`config.mk`:
```
export PLATFORM = sky130hd
export DESIGN_NAME = lcd_serial_rx
export DESIGN_NICKNAME = d
export VERILOG_FILES = /design/src/rtl/lcdrx_pkg.sv /design/src/rtl/lcdrx_sync.sv /design/src/rtl/lcdrx_ctrl.sv /design/src/rtl/lcdrx_datapath.sv /design/src/rtl/lcd_serial_rx.sv
export SDC_FILE = /design/constraint.sdc
export NUM_CORES = 1
export LEC_CHECK = 0
export BUFFER_PORTS_ARGS = -buffer_cell sky130_fd_sc_hd__clkbuf_2
export CAP_MARGIN = 20
export CORE_ASPECT_RATIO = 1.4
export CORE_UTILIZATION = 42
export CTS_CLUSTER_DIAMETER = 100
export DETAILED_ROUTE_END_ITERATION = 7
export HOLD_SLACK_MARGIN = 0.08
export PLACE_DENSITY = 0.73
export SYNTH_ARGS = -nofsm -noshare
export SYNTH_HDL_FRONTEND = slang
export SYNTH_SLANG_ARGS = --single-unit
```
`constraint.sdc`:
```
create_clock -name clk -period 1.9 [get_ports clk]
set_clock_uncertainty 0.15 [all_clocks]
set_input_delay 0.38 -clock clk [delete_from_list [all_inputs] [get_ports clk]]
set_output_delay 0.38 -clock clk [all_outputs]
set_load 0.01 [all_outputs]
```
`src/rtl/lcdrx_pkg.sv`:
```
package lcdrx_pkg;
  localparam int SEGS      = 32;
  localparam int COMS      = 3;
  localparam int PAD_BITS  = 2;
  localparam int FLAG_BITS = 3;
  localparam int DISP_BITS = SEGS * COMS;
  localparam int FRAME_BITS = DISP_BITS + PAD_BITS + FLAG_BITS;
  localparam int CNT_MAX   = FRAME_BITS + 1;
  localparam int CNT_W     = $clog2(CNT_MAX + 1);

  typedef struct packed {
    logic shift;
    logic clearCnt;
    logic commit;
  } ctlStrobes_t;
endpackage

```
`src/rtl/lcdrx_sync.sv`:
```
module lcdrx_sync #(
  parameter int WIDTH  = 3,
  parameter int STAGES = 2
) (
  input  logic             clk,
  input  logic             rstN,
  input  logic [WIDTH-1:0] asyncIn,
  output logic [WIDTH-1:0] syncOut
);
  logic [STAGES-1:0] chain [WIDTH];

  for (genvar i = 0; i < WIDTH; i++) begin : g_bit
    always_ff @(posedge clk or negedge rstN) begin
      if (!rstN) chain[i] <= '0;
      else       chain[i] <= {chain[i][STAGES-2:0], asyncIn[i]};
    end
    assign syncOut[i] = chain[i][STAGES-1];
  end
endmodule

```
`src/rtl/lcdrx_ctrl.sv`:
```
module lcdrx_ctrl
  import lcdrx_pkg::*;
(
  input  logic        clk,
  input  logic        rstN,
  input  logic        csS,
  input  logic        ckS,
  output ctlStrobes_t strb
);
  logic csPrev, ckPrev;
  logic [CNT_W-1:0] bitCnt;
  logic csRise, csFall, ckRise;

  always_ff @(posedge clk or negedge rstN) begin
    if (!rstN) begin
      csPrev <= 1'b0;
      ckPrev <= 1'b0;
    end else begin
      csPrev <= csS;
      ckPrev <= ckS;
    end
  end

  assign csRise = csS & ~csPrev;
  assign csFall = ~csS & csPrev;
  assign ckRise = ckS & ~ckPrev;

  always_comb begin
    strb.clearCnt = csRise;
    strb.shift    = ckRise & csS & ~csRise;
    strb.commit   = csFall & (bitCnt == CNT_W'(FRAME_BITS));
  end

  always_ff @(posedge clk or negedge rstN) begin
    if (!rstN)                                         bitCnt <= '0;
    else if (strb.clearCnt)                            bitCnt <= '0;
    else if (strb.shift && bitCnt != CNT_W'(CNT_MAX))  bitCnt <= bitCnt + 1'b1;
  end

  // a saturated count holds until the next select rise
  p_no_overflow_r3: assert property (@(posedge clk) disable iff (!rstN)
    (bitCnt == CNT_W'(CNT_MAX) && !strb.clearCnt) |=> bitCnt == CNT_W'(CNT_MAX));

  // below saturation each accepted clock advances the count by one
  p_count_step_r3: assert property (@(posedge clk) disable iff (!rstN)
    (strb.shift && !strb.clearCnt && bitCnt < CNT_W'(CNT_MAX)) |=> bitCnt == $past(bitCnt) + 1'b1);

  // a deselected link leaves the counter alone
  p_idle_count_r2: assert property (@(posedge clk) disable iff (!rstN)
    !csS |=> $stable(bitCnt));
endmodule

```
`src/rtl/lcdrx_datapath.sv`:
```
module lcdrx_datapath
  import lcdrx_pkg::*;
(
  input  logic                      clk,
  input  logic                      rstN,
  input  ctlStrobes_t               strb,
  input  logic                      diS,
  output logic [COMS-1:0][SEGS-1:0] segByCom,
  output logic                      biasHalf,
  output logic                      lowPower,
  output logic                      outEnable
);
  logic [FRAME_BITS-1:0] shReg;
  logic [DISP_BITS-1:0]  holdDisp;
  logic [FLAG_BITS-1:0]  holdFlags;

  always_ff @(posedge clk or negedge rstN) begin
    if (!rstN)           shReg <= '0;
    else if (strb.shift) shReg <= {shReg[FRAME_BITS-2:0], diS};
  end

  always_ff @(posedge clk or negedge rstN) begin
    if (!rstN) begin
      holdDisp  <= '0;
      holdFlags <= '0;
    end else if (strb.commit) begin
      holdDisp  <= shReg[FRAME_BITS-1 -: DISP_BITS];
      holdFlags <= shReg[FLAG_BITS-1:0];
    end
  end

  // first bit of each triplet goes to the highest common
  for (genvar r = 0; r < COMS; r++) begin : g_row
    for (genvar k = 0; k < SEGS; k++) begin : g_seg
      assign segByCom[r][k] = holdDisp[DISP_BITS-1-(COMS*k + (COMS-1-r))];
    end
  end

  assign biasHalf  = holdFlags[2];
  assign lowPower  = holdFlags[1];
  assign outEnable = holdFlags[0];

  // held state moves only on a commit strobe
  p_hold_stable_r5: assert property (@(posedge clk) disable iff (!rstN)
    !strb.commit |=> ($stable(holdDisp) && $stable(holdFlags)));
endmodule

```
`src/rtl/lcd_serial_rx.sv`:
```
module lcd_serial_rx
  import lcdrx_pkg::*;
(
  input  logic                      clk,
  input  logic                      rstN,
  input  logic                      csIn,
  input  logic                      ckIn,
  input  logic                      diIn,
  output logic [COMS-1:0][SEGS-1:0] segByCom,
  output logic                      biasHalf,
  output logic                      lowPower,
  output logic                      outEnable
);
  logic [2:0]  pinSync;
  ctlStrobes_t strb;

  lcdrx_sync #(.WIDTH(3), .STAGES(2)) u_sync (
    .clk(clk), .rstN(rstN),
    .asyncIn({csIn, ckIn, diIn}),
    .syncOut(pinSync)
  );

  lcdrx_ctrl u_ctrl (
    .clk(clk), .rstN(rstN),
    .csS(pinSync[2]), .ckS(pinSync[1]),
    .strb(strb)
  );

  lcdrx_datapath u_dp (
    .clk(clk), .rstN(rstN),
    .strb(strb), .diS(pinSync[0]),
    .segByCom(segByCom),
    .biasHalf(biasHalf), .lowPower(lowPower), .outEnable(outEnable)
  );
endmodule

```
==> flow_metrics.env <==
export IMPL_die_h_um=166
export IMPL_async_flop_share_pct=100
export IMPL_max_freq_mhz=543
export IMPL_ir_drop_v=0.000762
export IMPL_p_total_w=0.00884
export IMPL_hp_start="u_sync.chain[0]"
export IMPL_yosysWarnings=0
export IMPL_regArea_um2=5380
export IMPL_path_max_fanout=31
export IMPL_rr_worst_depth=4
export IMPL_dieArea_um2=19700
export IMPL_max_slew_worst_pin_slew_ps=440
export IMPL_rsz0062_at_grt="false"
export IMPL_ctsHoldBuffers=4
export IMPL_slew_violations=0
export IMPL_start_util_pct=43.0
export IMPL_cap_violations=0
export IMPL_clkLatencyLatePin_ps=480
export IMPL_finalNetCount=612
export IMPL_multi_input_area_um2=2510
export IMPL_rows=59
export IMPL_hold_viol=0
export IMPL_clk_pin_slew_worst_paths_ps=60
export IMPL_grt_ovfl_total=0
export IMPL_grt_pass1_wl_um=23000
export IMPL_grt_usage_pct=14.4
export IMPL_endpoint_kind="flop"
export IMPL_synthCells=474
export IMPL_cts_tree="yes"
export IMPL_cts_buffer_depth=3
export IMPL_drive_above_1_share_pct=56.8
export IMPL_num_vias=4233
export IMPL_synth_edf_count=0
export IMPL_ys_flop_type="dfrtp_1"
export IMPL_ys_seq_elements=215
export IMPL_cts_setup_buffers=0
export IMPL_cp_cell_sequence="and4bb_2, nand4_4, buf_12, mux2_1"
export IMPL_root_buffer="clkbuf_16"
export IMPL_cts_repair_resized=0
export IMPL_place_hpwl_um=9320
export IMPL_max_slew_margin_pct=70.7
export IMPL_grt_pass1_vias=4647
export IMPL_cts_htree_levels=1
export IMPL_dp_worst_setup_slack_ps=61.1
export IMPL_drtPass1Iterations=4
export IMPL_wl_um=13900
export IMPL_post_route_min_period_ps=1840
export IMPL_powerDensity_nw_per_um2=908
export IMPL_io_buffers=103
export IMPL_cts_buffers=21
export IMPL_worstPathRequired_ps=2100
export IMPL_cp_start_kind="flop"
export IMPL_drcViolationCount=0
export IMPL_worst_r2r_endpoint="u_dp.holdDisp[75]"
export IMPL_antenna_found_initial=0
export IMPL_p_leak_nw=5.22
export IMPL_wl_per_cell_um=16.2
export IMPL_arrival_ps=2040
export IMPL_hold_path_class="flop to flop"
export IMPL_min_delay_worst_endpoint="u_sync.syncOut[2]"
export IMPL_setup_viol=0
export IMPL_ant_nets=0
export IMPL_drt_initial_drc_count=155
export IMPL_fin_setup_tns_ps=0
export IMPL_max_stage_delay_ps=410
export IMPL_postSynthAreaPerCell_um2=16.9
export IMPL_synthesis_nets=482
export IMPL_hold_depth=0
export IMPL_die_x_um=119
export IMPL_rr_startpoint="u_ctrl.bitCnt[4]"
export IMPL_crit_type="flop to flop"
export IMPL_core_area_um2=18700
export IMPL_syn_area_um2=8030
export IMPL_vias_per_cell=4.94
export IMPL_grt_max_degree=48
export IMPL_cp_slowest_cell="dfrtp_1"
export IMPL_yosysUniqueCellTypes=26
export IMPL_cts_sinks=215
export IMPL_run_status="completed"
export IMPL_ys_seq_area_share_pct=67.0
export IMPL_period_share_pct=96.8
export IMPL_area_delta_synth_final_pct=21.3
export IMPL_fillers=1560
export IMPL_setup_ws_ps=60.1
export IMPL_io_pins=104
export IMPL_r2r_slack_ps=60
export IMPL_diodes=0
export IMPL_gpl_final_weighted_congestion=0.718
cells by family after synthesis:
family	count (synthesis)	share of synthesized area [%]
mux	204	28.6
fa+ha+maj	3	0.468
simple gates	18	1.50
buf+inv	25	1.64
compound gates	9	0.795
flops	215	67.0
where the power goes:
part / switching, W / internal, W
combinational: 0.000142 / 0.0000990
clock: 0.00162 / 0.00232
sequential: 0.0000288 / 0.00463
total: 0.00179 / 0.00705
Yosys cell counts (2+ instances only):
cell / n / share of area, %
a21oi_1: 2 / 0.12
buf_2: 18 / 1.1
nor2b_1: 2 / 0.16
mux2i_1: 4 / 0.50
mux2_1: 10 / 1.4
a311oi_1: 2 / 0.22
clkbuf_1: 2 / 0.094
inv_1: 3 / 0.14
dfrtp_1: 215 / 67
nand2b_1: 2 / 0.16
nand2_1: 5 / 0.23
mux2_2: 190 / 27
nand3_1: 3 / 0.19
ha_1: 3 / 0.47
buf_6: 2 / 0.28
cell usage in the layout (no fill, tap or decap), drive strengths merged, types with 3 or more instances in the layout:
master | synthesis | routed
buf | 20 | 22
clkbuf | 2 | 127
clkinv | 0 | 4
dfrtp | 215 | 215
dlygate4sd3 | 0 | 4
ha | 3 | 3
inv | 3 | 3
mux2 | 200 | 200
mux2i | 4 | 4
nand2 | 5 | 5
nand3 | 3 | 3
critical path, delay by kind of cell (launching register included):
| kind | cells | cell delay (ps) |
|---|---|---|
| and+or+nand+nor | 2 | 570 |
| buffers and inverters | 1 | 230 |
| DFF | 1 | 410 |
| muxes | 1 | 330 |
sequential cells by signal, summed over array words and instances (netlist names):
register / cells
u_ctrl.csPrev: 1
u_ctrl.ckPrev: 1
u_dp.holdDisp: 96
u_dp.holdFlags: 3
u_dp.shReg: 101
u_ctrl.bitCnt: 7
u_sync.syncOut: 3
u_sync.chain: 3
through the flow:
step	cells	hold slack, ps	instance area (um^2)	util, %
3_3_place_gp	821	188	9050	48.5
5_1_grt	857	212	9740	52.1
6_report	857	200	9740	52.1
4_1_cts	857	203	9740	52.1
3_5_place_dp	821	186	9050	48.5
2_1_floorplan	474	-65.6	8030	-
per-layer routing:
layer  wire [um]  global-route usage (%)
met1        5520                    16.6
met2        7570                    26.4
met3         597                    2.88
met4         178                    5.12
met5           0                       0
final cells by class:
cell class / instances / share of cell area (%)
inverter: 3 / 0.116
multi-input combinational: 234 / 25.8
timing repair buffer: 129 / 9.03
tap: 244 / 3.14
clock buffer: 24 / 5.62
sequential: 215 / 55.3
clock inverter: 8 / 1.02
how the worst max path moves through the flow:
stage	cells after the start	slack, ps	start	to
2_1_floorplan	7	100	u_ctrl.bitCnt[1]	u_dp.holdDisp[72]
3_3_place_gp	6	120	u_ctrl.bitCnt[1]	u_dp.holdDisp[74]
3_5_place_dp	4	60	u_ctrl.csPrev	u_ctrl.bitCnt[5]
4_1_cts	4	70	u_ctrl.bitCnt[4]	u_dp.holdDisp[81]
5_1_grt	4	3	u_ctrl.bitCnt[4]	u_dp.holdDisp[80]
6_report	4	60	u_ctrl.bitCnt[4]	u_dp.holdDisp[75]
Power figures use the tool's default switching activity.
